[src/rtl/psr_pkg.sv]
package psr_pkg;

  typedef enum logic {
    SRC_B = 1'b0,
    SRC_A = 1'b1
  } src_e;

  // depth of bypassable section idx: binary weighted
  function automatic int sect_depth(input int idx);
    return 1 << idx;
  endfunction

endpackage

[src/rtl/psr_rst_sync.sv]
module psr_rst_sync #(
  parameter int STAGES = 2
) (
  input  logic clk,
  input  logic rst_n,
  output logic rst_sync_n
);

  logic [STAGES-1:0] sync_q;
  logic [STAGES-1:0] sync_d;

  always_comb begin
    sync_d = {sync_q[STAGES-2:0], 1'b1};
  end

  always_ff @(posedge clk or negedge rst_n) begin
    if (!rst_n) begin
      sync_q <= '0;
    end else begin
      sync_q <= sync_d;
    end
  end

  assign rst_sync_n = sync_q[STAGES-1];

endmodule

[src/rtl/psr_strobe_det.sv]
module psr_strobe_det (
  input  logic clk,
  input  logic rst_n,
  input  logic shift_clk_i,
  input  logic shift_en_n_i,
  output logic stb_o
);

  logic clk_q, clk_d;
  logic en_q, en_d;
  logic rise_hit, fall_hit;

  always_comb begin
    clk_d = shift_clk_i;
    en_d  = shift_en_n_i;
  end

  // reset values chosen so that levels seen at release are not events
  always_ff @(posedge clk or negedge rst_n) begin
    if (!rst_n) begin
      clk_q <= 1'b1;
      en_q  <= 1'b0;
    end else begin
      clk_q <= clk_d;
      en_q  <= en_d;
    end
  end

  always_comb begin
    rise_hit = shift_clk_i & ~clk_q & ~shift_en_n_i;
    fall_hit = shift_clk_i & en_q & ~shift_en_n_i;
    stb_o    = rise_hit | fall_hit;
  end

endmodule

[src/rtl/psr_section.sv]
module psr_section #(
  parameter int DEPTH = 1
) (
  input  logic clk,
  input  logic rst_n,
  input  logic stb,
  input  logic incl,
  input  logic d,
  output logic q
);

  logic tail;
  logic adv;

  assign adv = stb & incl;

  generate
    if (DEPTH == 1) begin : g_one
      logic bit_q, bit_d;

      always_comb begin
        bit_d = adv ? d : bit_q;
      end

      always_ff @(posedge clk or negedge rst_n) begin
        if (!rst_n) begin
          bit_q <= 1'b0;
        end else begin
          bit_q <= bit_d;
        end
      end

      assign tail = bit_q;
    end else begin : g_many
      logic [DEPTH-1:0] sh_q, sh_d;

      always_comb begin
        sh_d = adv ? {sh_q[DEPTH-2:0], d} : sh_q;
      end

      always_ff @(posedge clk or negedge rst_n) begin
        if (!rst_n) begin
          sh_q <= '0;
        end else begin
          sh_q <= sh_d;
        end
      end

      assign tail = sh_q[DEPTH-1];
    end
  endgenerate

  // bypassed section passes its input straight through and keeps its bits
  assign q = incl ? tail : d;

endmodule

[src/rtl/prog_shift_reg.sv]
module prog_shift_reg #(
  parameter int NUM_SECT    = 6,
  parameter int SYNC_STAGES = 2
) (
  input  logic                clk,
  input  logic                rst_n,
  input  logic                shift_clk_i,
  input  logic                shift_en_n_i,
  input  logic                src_sel_i,
  input  logic                din_a_i,
  input  logic                din_b_i,
  input  logic [NUM_SECT-1:0] len_sel_i,
  output logic                q_o,
  output logic                q_n_o
);

  import psr_pkg::*;

  logic            rst_sync_n;
  logic            shift_stb;
  logic            ser_in;
  src_e            src;
  logic [NUM_SECT:0] link;

  psr_rst_sync #(.STAGES(SYNC_STAGES)) u_rst_sync (
    .clk        (clk),
    .rst_n      (rst_n),
    .rst_sync_n (rst_sync_n)
  );

  psr_strobe_det u_strobe (
    .clk          (clk),
    .rst_n        (rst_sync_n),
    .shift_clk_i  (shift_clk_i),
    .shift_en_n_i (shift_en_n_i),
    .stb_o        (shift_stb)
  );

  assign src = src_e'(src_sel_i);

  always_comb begin
    case (src)
      SRC_A:   ser_in = din_a_i;
      default: ser_in = din_b_i;
    endcase
  end

  psr_section #(.DEPTH(1)) u_fixed (
    .clk   (clk),
    .rst_n (rst_sync_n),
    .stb   (shift_stb),
    .incl  (1'b1),
    .d     (ser_in),
    .q     (link[0])
  );

  generate
    for (genvar i = 0; i < NUM_SECT; i++) begin : g_sect
      psr_section #(.DEPTH(sect_depth(i))) u_sect (
        .clk   (clk),
        .rst_n (rst_sync_n),
        .stb   (shift_stb),
        .incl  (len_sel_i[i]),
        .d     (link[i]),
        .q     (link[i+1])
      );
    end
  endgenerate

  assign q_o   = link[NUM_SECT];
  assign q_n_o = ~link[NUM_SECT];

endmodule

[config.mk]
export PLATFORM = sky130hd
export DESIGN_NAME = prog_shift_reg
export DESIGN_NICKNAME = d
export VERILOG_FILES = /design/src/rtl/psr_pkg.sv /design/src/rtl/psr_rst_sync.sv /design/src/rtl/psr_strobe_det.sv /design/src/rtl/psr_section.sv /design/src/rtl/prog_shift_reg.sv
export SDC_FILE = /design/constraint.sdc
export NUM_CORES = 1
export LEC_CHECK = 0
export ABC_AREA = 1
export ABC_CLOCK_PERIOD_IN_PS = 6150
export BUFFER_PORTS_ARGS = -buffer_cell sky130_fd_sc_hd__buf_2
export CAP_MARGIN = 10
export CORE_ASPECT_RATIO = 0.5
export CORE_UTILIZATION = 55
export CTS_CLUSTER_DIAMETER = 80
export DETAILED_ROUTE_END_ITERATION = 8
export HOLD_SLACK_MARGIN = 0.02
export MAX_ROUTING_LAYER = met4
export PLACE_DENSITY = 0.74
export SYNTH_ARGS = -nofsm -noshare
export SYNTH_HDL_FRONTEND = slang
export SYNTH_SLANG_ARGS = --single-unit
[constraint.sdc]
create_clock -name clk -period 6.15 [get_ports clk]
set_input_delay 1.23 -clock clk [delete_from_list [all_inputs] [get_ports clk]]
set_output_delay 1.23 -clock clk [all_outputs]
set_load 0.1 [all_outputs]
==> impl_metrics.yaml, run 1 <==
finish:
  final_layout_size_suffix_gt1_frac: 0.123
  layout.area.seq_um2: 1700
  multi_input_area_um2: 820
  layout_common_cells: "nand2_1, dfrtp_1, o21ai_0, inv_1, nand3_1"
  num_antenna_cells: 0
  final_common_cell: "nand2_1"
  fillCellCount: 386
  final_core_util: 0.674
  syn_to_final_growth_pct: 13.2
  final_nets: 325
setup_path:
  path_class: "in -> out"
  worstPathArrival_ps: 2420
  endpoint_kind: "primary output"
  critPathMaxFanout: 3
  crit_path_start: "len_sel_i[1]"
  r2r_cells: 5
  reg2reg_to: "g_sect[5].u_sect.g_many.sh_q[24]"
  reg2reg_slack_ps: 4090
  start_kind: "input pin"
  crit_end: "q_o"
  crit_required_ps: 4920
  r2r-start: "u_strobe.clk_q"
clock_tree:
  numClockSinks: 68
  h-tree-depth: 3
  cts_max_path_buffers: 2
  cts_resized: 0
  cts.hold.buffers_added: 0
  clockRootBuffer: "clkbuf_8"
  path_clk_slew_ps: 70
  cts_tree: "yes"
  worstSkewPairLatency_ps: 350
  postCtsSetupBuffers: 0
  cts_buffers: 9
die:
  die_h_um: 51.6
  num_rows: 17
  core_um2: 4550
  pin_count: 15
  start_util: 0.595
  dieArea_um2: 5230
  die_w_um: 101
grt:
  grt_use_total: 0.216
  grt_overflow: 0
  grt_pass1_vias: 1865
  grt_max_degree: 67
  grt_pass1_wl_mm: 8.00
  antenna_found_initial: 0
routing:
  antenna_left: 0
  wl_per_cell_um: 11.6
  vias_per_cell: 5.00
  firstDrtPassIters: 4
  wirelength_mm: 4.42
  vias: 1914
  drcViolationCount: 0
  initialDrtViolationCount: 118
power:
  leakagePower_nw: 1.53
  power.density_nw_per_um2: 390
  p_total_mw: 1.20
  peakVddDrop_mv: 0.225
sta:
  slew_violations: 0
  fmax_mhz: 274
  relSlewSlack: 0.474
  layout_setup_ws_ps: 2500
  finalHoldWorstSlack_ps: 361
  hold_viol_final: 0
  final.min_clock_period_ps: 3650
  setup_tns_ps: 0
  rsz0062_at_grt: "no"
  timing.final.crit_share: 0.594
  tightest_slew_ps: 789
  fin_skew_ps: 9.47
  finalSetupViolations: 0
outcome:
  status: "completed"
placed_design:
  io_buffer_count: 14
  dp_hpwl_mm: 2.65
  pre_cts_slack_ps: 2500
  gp_congestion: 0.827
flow_run:
  cap_violations: 0
synthesis:
  synth_area_um2: 2710
  ys_ff_latch: 68
  synth_nets: 309
  syn_area_per_cell_um2: 9.16
  ys_seq_area_frac: 0.628
  synthDistinctLibCells: 18
  ys.warnings.count: 0
  netlist_instances: 296
worst_hold_path:
  holdCritPathClass: "reg -> reg"
==> routing by layer <==
layer / vias up / wire [um] / track usage
met5: - / 0 / -
met4: 0 / 68 / 0.0797
met3: 7 / 208 / 0.0847
met2: 27 / 2020 / 0.349
met1: 921 / 2120 / 0.249
li1: 959 / - / -
==> power breakdown <==
part | switching, mW | leakage, nW | internal [mW]
Combinational | 0.104 | 0.541 | 0.0525
Clock | 0.170 | 0.122 | 0.280
Sequential | 0.0439 | 0.871 | 0.547
Total | 0.317 | 1.53 | 0.880
==> worst max-delay path: stages <==
cell and delay, ps:
buf_2 110, inv_1 90, nand3_1 100, nand3_1 110, nand3_1 100, nand3_1 110
nand3_1 80, nand2_1 60, buf_2 420
==> layout make-up <==
class	count	share of cell area
Clock inverter	6	0.0363
Timing Repair Buffer	15	0.0253
Sequential cell	68	0.555
Tap cell	66	0.0269
Inverter	36	0.0440
Clock buffer	10	0.0449
Multi-Input combinational cell	182	0.267
==> synth_stat cells, drive strengths merged <==
cell type / n / area (um2)
o211ai: 1 / 21.3
dfrtp: 67 / 1680
conb: 1 / 3.75
o21a: 3 / 22.5
nand3: 15 / 75.1
dfstp: 1 / 26.3
nor2: 8 / 42.5
o31ai: 1 / 7.51
o21ai: 58 / 290
inv: 36 / 135
clkbuf: 2 / 7.51
nand2: 95 / 357
buf: 8 / 45.0
==> stage by stage <==
stage	std cells	cell area, um2
final	383	3070
after global placement	367	2820
after CTS	383	3070
after floorplan	296	2710
after detailed placement	367	2820
after global routing	383	3070
==> logic make-up (layout without fill, tap and decap cells) <==
logic type	after synthesis	count (layout)	synth area share
simple gates	118	118	0.175
flops	68	68	0.628
compound gates	63	63	0.126
buf+inv	46	67	0.0693
other cells	1	1	0.00138
==> registers in the layout, indices dropped and copies added (netlist names) <==
name / count
g_sect.u_sect.g_many.sh_q: 62
g_sect.u_sect.g_one.bit_q: 1
u_fixed.g_one.bit_q: 1
u_rst_sync.sync_q: 2
u_strobe.clk_q: 1
u_strobe.en_q: 1
==> worst min-delay path by stage <==
stage	startpoint	to	depth (start not counted)
global route	u_rst_sync.sync_q[0]	u_rst_sync.sync_q[1]	0
detailed placement	u_rst_sync.sync_q[0]	u_rst_sync.sync_q[1]	0
global placement	u_rst_sync.sync_q[0]	u_rst_sync.sync_q[1]	0
finish	u_rst_sync.sync_q[0]	u_rst_sync.sync_q[1]	0
CTS	u_rst_sync.sync_q[0]	u_rst_sync.sync_q[1]	0
floorplan	u_rst_sync.sync_q[0]	u_rst_sync.sync_q[1]	0
No activity file was read; power rests on OpenSTA's default activity.
==> run 2, diff against run 1 <==
ABC_AREA = 0   (was 1)
ABC_CLOCK_PERIOD_IN_PS = 3400   (was 6150)
clock period = 3.4 ns   (was 6.15 ns; I/O delays follow)
==> run 2 against run 1 <==
Compared with the run above: flip-flop and latch count unchanged; critical path type unchanged; register-to-register slack got worse by 2400 ps; routed wire length decreased by 18%; combinational power increased by 42%.
==> impl_metrics.yaml, run 2 <==
synthesis:
  ys_seq_area_frac: 0.634
  synth_nets: 177
  synth_area_um2: 2690
  synthDistinctLibCells: 25
  ys.flop_type: "dfrtp_1"
  ys_ff_latch: 68
  netlist_instances: 164
  ys.warnings.count: 0
  async_reset_ff_frac: 1.00
  yosys.cell_count.top_type: "dfrtp_1"
  synth_edf_count: 0
  synth_top_area_share: 0.624
  synth_area_leaders: "dfrtp_1, mux2_2, mux2_4, mux2i_1, dfstp_2"
  yosysTopAreaCell: "dfrtp_1"
  syn_area_per_cell_um2: 16.4
  synth_common_cells: "dfrtp_1, mux2_2, mux2_4"
routing:
  firstDrtPassIters: 3
  vias_per_cell: 5.22
  drcViolationCount: 0
  vias: 1337
  wl_per_cell_um: 14.2
  wirelength_mm: 3.63
  initialDrtViolationCount: 52
  antenna_left: 0
grt:
  grt_max_degree: 49
  grt_use_total: 0.176
  grt_pass1_vias: 1328
  grt_overflow: 0
  antenna_found_initial: 0
  grt_pass1_wl_mm: 6.23
die:
  die_w_um: 101
  dieArea_um2: 5190
  start_util: 0.590
  core_um2: 4550
  pin_count: 15
  num_rows: 17
  die_h_um: 51.4
setup_path:
  worst-path-stages: 6
  worst-path-buf-inv: 2
  worstPathArrival_ps: 2230
  r2r_cells: 4
  crit_path_top_delay_cell: "o41a_1"
  critPathMaxFanout: 3
  path_delay_family: "compound AO/OA/AOI/OAI gates"
  endpoint_kind: "primary output"
  start_kind: "input pin"
  cpMostUsedCell: "buf_2"
  critPathMaxStageDelay_ps: 490
  crit_required_ps: 2720
  path_class: "in -> out"
  path_cells: "buf_2 > mux2_4 > nor3_2 > o41a_1 > o31ai_4 > buf_2"
finish:
  fillCellCount: 352
  final_layout_size_suffix_gt1_frac: 0.521
  top_regs: "g_sect.u_sect.g_many.sh_q x62, u_rst_sync.sync_q x2"
  syn_to_final_growth_pct: 11.9
  regMostFlops: "g_sect.u_sect.g_many.sh_q"
  layout_common_cells: "dfrtp_1, mux2_2, buf_2, mux2_4, clkbuf_8"
  final_common_cell: "dfrtp_1"
  largest_reg_flops: 62
  num_antenna_cells: 0
  final_nets: 199
placed_design:
  gp_congestion: 0.653
  io_buffer_count: 14
  dp_hpwl_mm: 2.36
sta:
  tightest_slew_ps: 1010
  fmax_mhz: 343
  hold_viol_final: 0
  fin_skew_ps: 4.67
  slew_violations: 0
  setup_tns_ps: 0
  relSlewSlack: 0.327
  finalSetupViolations: 0
  final.min_clock_period_ps: 2910
  rsz0062_at_grt: "no"
  timing.final.crit_share: 0.856
outcome:
  status: "completed"
power:
  p_int_mw: 1.38
  pwr-share-comb: 0.123
  power_switching_mw: 0.436
  p_total_mw: 1.81
  sw_frac_of_total: 0.240
  p_clk_frac: 0.311
  power.density_nw_per_um2: 603
  peakVddDrop_mv: 0.293
  power_frac_seq: 0.566
  leakagePower_nw: 1.52
clock_tree:
  worstSkewPairLatency_ps: 330
  path_clk_slew_ps: 60
  postCtsSetupBuffers: 0
  cts_resized: 0
  cts_max_path_buffers: 2
  cts.hold.buffers_added: 0
  cts_buffers: 9
  cts_tree: "yes"
  numClockSinks: 68
  clockRootBuffer: "clkbuf_8"
  h-tree-depth: 3
flow_run:
  cap_violations: 0
worst_hold_path:
  holdCritPathClass: "in -> async"
run 2: area by class of cell:
type	count	area, um2	area share
clock buffers	13	159	0.0528
clock inverters	2	10.0	0.00333
inverters	1	3.75	0.00125
multi-input cells	90	963	0.320
flip-flops and latches	68	1700	0.567
well taps	66	82.6	0.0275
repair buffers	16	85.1	0.0283
run 2: final timing paths:
kind,startpoint,to,slack (ps)
setup / recovery,len_sel_i[0],q_o,490
hold / removal,rst_n,u_rst_sync.sync_q[0],120
setup reg to reg,u_strobe.clk_q,g_sect[5].u_sect.g_many.sh_q[6],1720
hold reg to reg,u_rst_sync.sync_q[0],u_rst_sync.sync_q[1],360
max in group asynchronous,u_rst_sync.sync_q[1],u_strobe.clk_q,2070
min in group clk,u_rst_sync.sync_q[0],u_rst_sync.sync_q[1],360
run 2: cell families (layout without fill, tap and decap cells):
group	after synthesis	in the layout	share of synthesized area
multiplexers	65	65	0.286
other	1	1	0.00140
AO/OA/AOI/OAI	7	7	0.0200
flip-flops	68	68	0.634
AND/OR/NAND/NOR	17	17	0.0456
buffers and inverters	6	32	0.0130
run 2: layer usage:
layer  up-vias  GRT usage  wire, um
li1        631          -         -
met1       686      0.209      1770
met2        15      0.257      1660
met3         5     0.0917       165
met4         0     0.0652        31
met5         -          -         0
run 2: power groups by stage:
stage	registers, mW	clock network (mW)	logic, mW
after floorplan	1.01	0	0.185
after global placement	1.03	0	0.214
after detailed placement	1.04	0	0.226
after CTS	1.03	0.585	0.226
after global routing	1.04	0.618	0.246
final	1.03	0.565	0.222
run 2: worst register-to-register path, cell delays in order (launching register included):
cell and delay [ps]:
dfstp_2 510, nor2b_4 160, nand4bb_1 140, buf_4 360, mux2_2 400
run 2: stage by stage:
| stage | instances | utilization | setup WS [ps] | hold slack (ps) | cell area [um2] |
|---|---|---|---|---|---|
| 2_1_floorplan | 164 | - | 461 | 331 | 2700 |
| 3_3_place_gp | 241 | 0.624 | 505 | 337 | 2840 |
| 3_5_place_dp | 241 | 0.624 | 486 | 336 | 2840 |
| 4_1_cts | 256 | 0.661 | 483 | 106 | 3010 |
| 5_1_grt | 256 | 0.661 | 429 | 96.8 | 3010 |
| 6_report | 256 | 0.661 | 488 | 124 | 3010 |
==> run 3, diff against run 2 <==
GPL_TIMING_DRIVEN = 0   (was unset)
SKIP_CTS_REPAIR_TIMING = 1   (was unset)
==> run 3 against run 2 <==
Compared with the run above: via count increased by 2.6%; critical endpoint unchanged; first-iteration DRC count decreased by 13%; utilization increased by 0.88 points; sequential power about the same; clock skew increased by 3.9 ps; routed wire length unchanged; combinational power increased by 5%; clock power about the same; total power about the same; register-to-register slack got worse by 60 ps.
==> impl_metrics.yaml, run 3 (synthesized netlist as in run 2, its figures left out) <==
finish:
  final_common_cell: "dfrtp_1"
  layoutNonFillerInstCount: 261
  regMostFlops: "g_sect.u_sect.g_many.sh_q"
  layout_common_cells: "dfrtp_1, mux2_2, buf_2, mux2_4, clkbuf_8"
  num_antenna_cells: 0
  largest_reg_flops: 62
  fillCellCount: 357
  top_regs: "g_sect.u_sect.g_many.sh_q x62, u_rst_sync.sync_q x2"
  syn_to_final_growth_pct: 13.4
  final_layout_size_suffix_gt1_frac: 0.528
  final_nets: 203
setup_path:
  endpoint_kind: "primary output"
  crit_path_top_delay_cell: "o41a_1"
  r2r-start: "u_strobe.clk_q"
  crit_required_ps: 2720
  path_class: "in -> out"
  reg2reg_slack_ps: 1660
  cpMostUsedCell: "buf_2"
  worstPathArrival_ps: 2230
  worst-path-buf-inv: 2
  start_kind: "input pin"
  path_delay_family: "compound AO/OA/AOI/OAI gates"
  critPathMaxStageDelay_ps: 490
  path_cells: "buf_2 > mux2_4 > nor3_2 > o41a_1 > o31ai_4 > buf_2"
  crit_path_start: "len_sel_i[0]"
  critPathMaxFanout: 3
grt:
  grt_pass1_vias: 1502
  grt_max_degree: 43
  grt_pass1_wl_mm: 6.62
  antenna_found_initial: 0
  grt_use_total: 0.181
  grt_overflow: 0
routing:
  firstDrtPassIters: 4
  vias: 1372
  maxUsedRoutingLayer: "met4"
  antenna_left: 0
  wl_met2_mm: 1.78
  vias_per_cell: 5.26
  wl_met1_mm: 1.69
  met3_length_um: 109
  wirelength_mm: 3.63
  initialDrtViolationCount: 45
  wl_per_cell_um: 13.9
  drcViolationCount: 0
placed_design:
  gp_congestion: 0.654
  io_buffer_count: 14
  dp_hpwl_mm: 2.50
  placed_cells: 245
power:
  power.density_nw_per_um2: 594
  peakVddDrop_mv: 0.362
  leakagePower_nw: 1.54
  p_total_mw: 1.81
sta:
  final.min_clock_period_ps: 2910
  relSlewSlack: 0.632
  fmax_mhz: 343
  tightest_slew_ps: 552
  finalHoldWorstSlack_ps: 122
  fin_skew_ps: 8.54
  slew_violations: 0
  setup_tns_ps: 0
  timing.final.crit_share: 0.857
  finalSetupViolations: 0
  rsz0062_at_grt: "no"
  hold_viol_final: 0
clock_tree:
  cts_buffers: 9
  cts_max_path_buffers: 2
  numClockSinks: 68
  path_clk_slew_ps: 70
  h-tree-depth: 3
  cts_tree: "yes"
  worstSkewPairLatency_ps: 330
  clockRootBuffer: "clkbuf_8"
die:
  num_rows: 17
  dieArea_um2: 5190
  die_w_um: 101
  start_util: 0.590
  pin_count: 15
  core_um2: 4550
  die_h_um: 51.4
worst_hold_path:
  holdCritPathClass: "in -> async"
flow_run:
  cap_violations: 0
outcome:
  status: "completed"
==> run 3: cell count changes in the layout (fill, tap and decap cells not counted), sizes merged <==
cell	previous run	this run
buf	16	20
clkbuf	13	14
==> run 3: worst paths after layout <==
path                                                          to  depth (start not counted)
worst min-delay path                        u_rst_sync.sync_q[1]                          1
worst max-delay path                                         q_o                          6
worst max register to register  g_sect[5].u_sect.g_many.sh_q[22]                          5
worst min register to register  g_sect[5].u_sect.g_many.sh_q[16]                          0
max in group asynchronous                         u_strobe.clk_q                          1
min in group clk                            u_rst_sync.sync_q[1]                          0
==> run 3: power by group <==
group	switching, mW	total [mW]	leakage (nW)	internal, mW
clock	0.259	0.562	0.0905	0.303
sequential	0.0715	1.02	0.904	0.946
combinational	0.0960	0.232	0.547	0.136
==> run 3: routing by layer <==
| layer | vias to the layer above | track usage |
|---|---|---|
| met5 | - | - |
| met4 | 0 | 0.0725 |
| met2 | 15 | 0.288 |
| met1 | 719 | 0.210 |
| met3 | 6 | 0.0698 |
| li1 | 632 | - |
==> run 3: layout make-up <==
cell class              count  area [um2]  share of cell area
clock inverters             2        10.0             0.00328
flip-flops and latches     68        1700               0.559
plain buffers               5        31.3              0.0103
multi-input cells          90         963               0.316
inverters                   1        3.75             0.00123
well taps                  66        82.6              0.0271
clock buffers              14         163              0.0534
repair buffers             15        90.1              0.0296
==> run 3: through the flow <==
step / utilization / setup WS, ps / instance area [um2]
2_1_floorplan: - / 461 / 2700
3_3_place_gp: 0.627 / 485 / 2850
3_5_place_dp: 0.632 / 475 / 2880
4_1_cts: 0.670 / 473 / 3050
5_1_grt: 0.670 / 410 / 3050
6_report: 0.670 / 486 / 3050
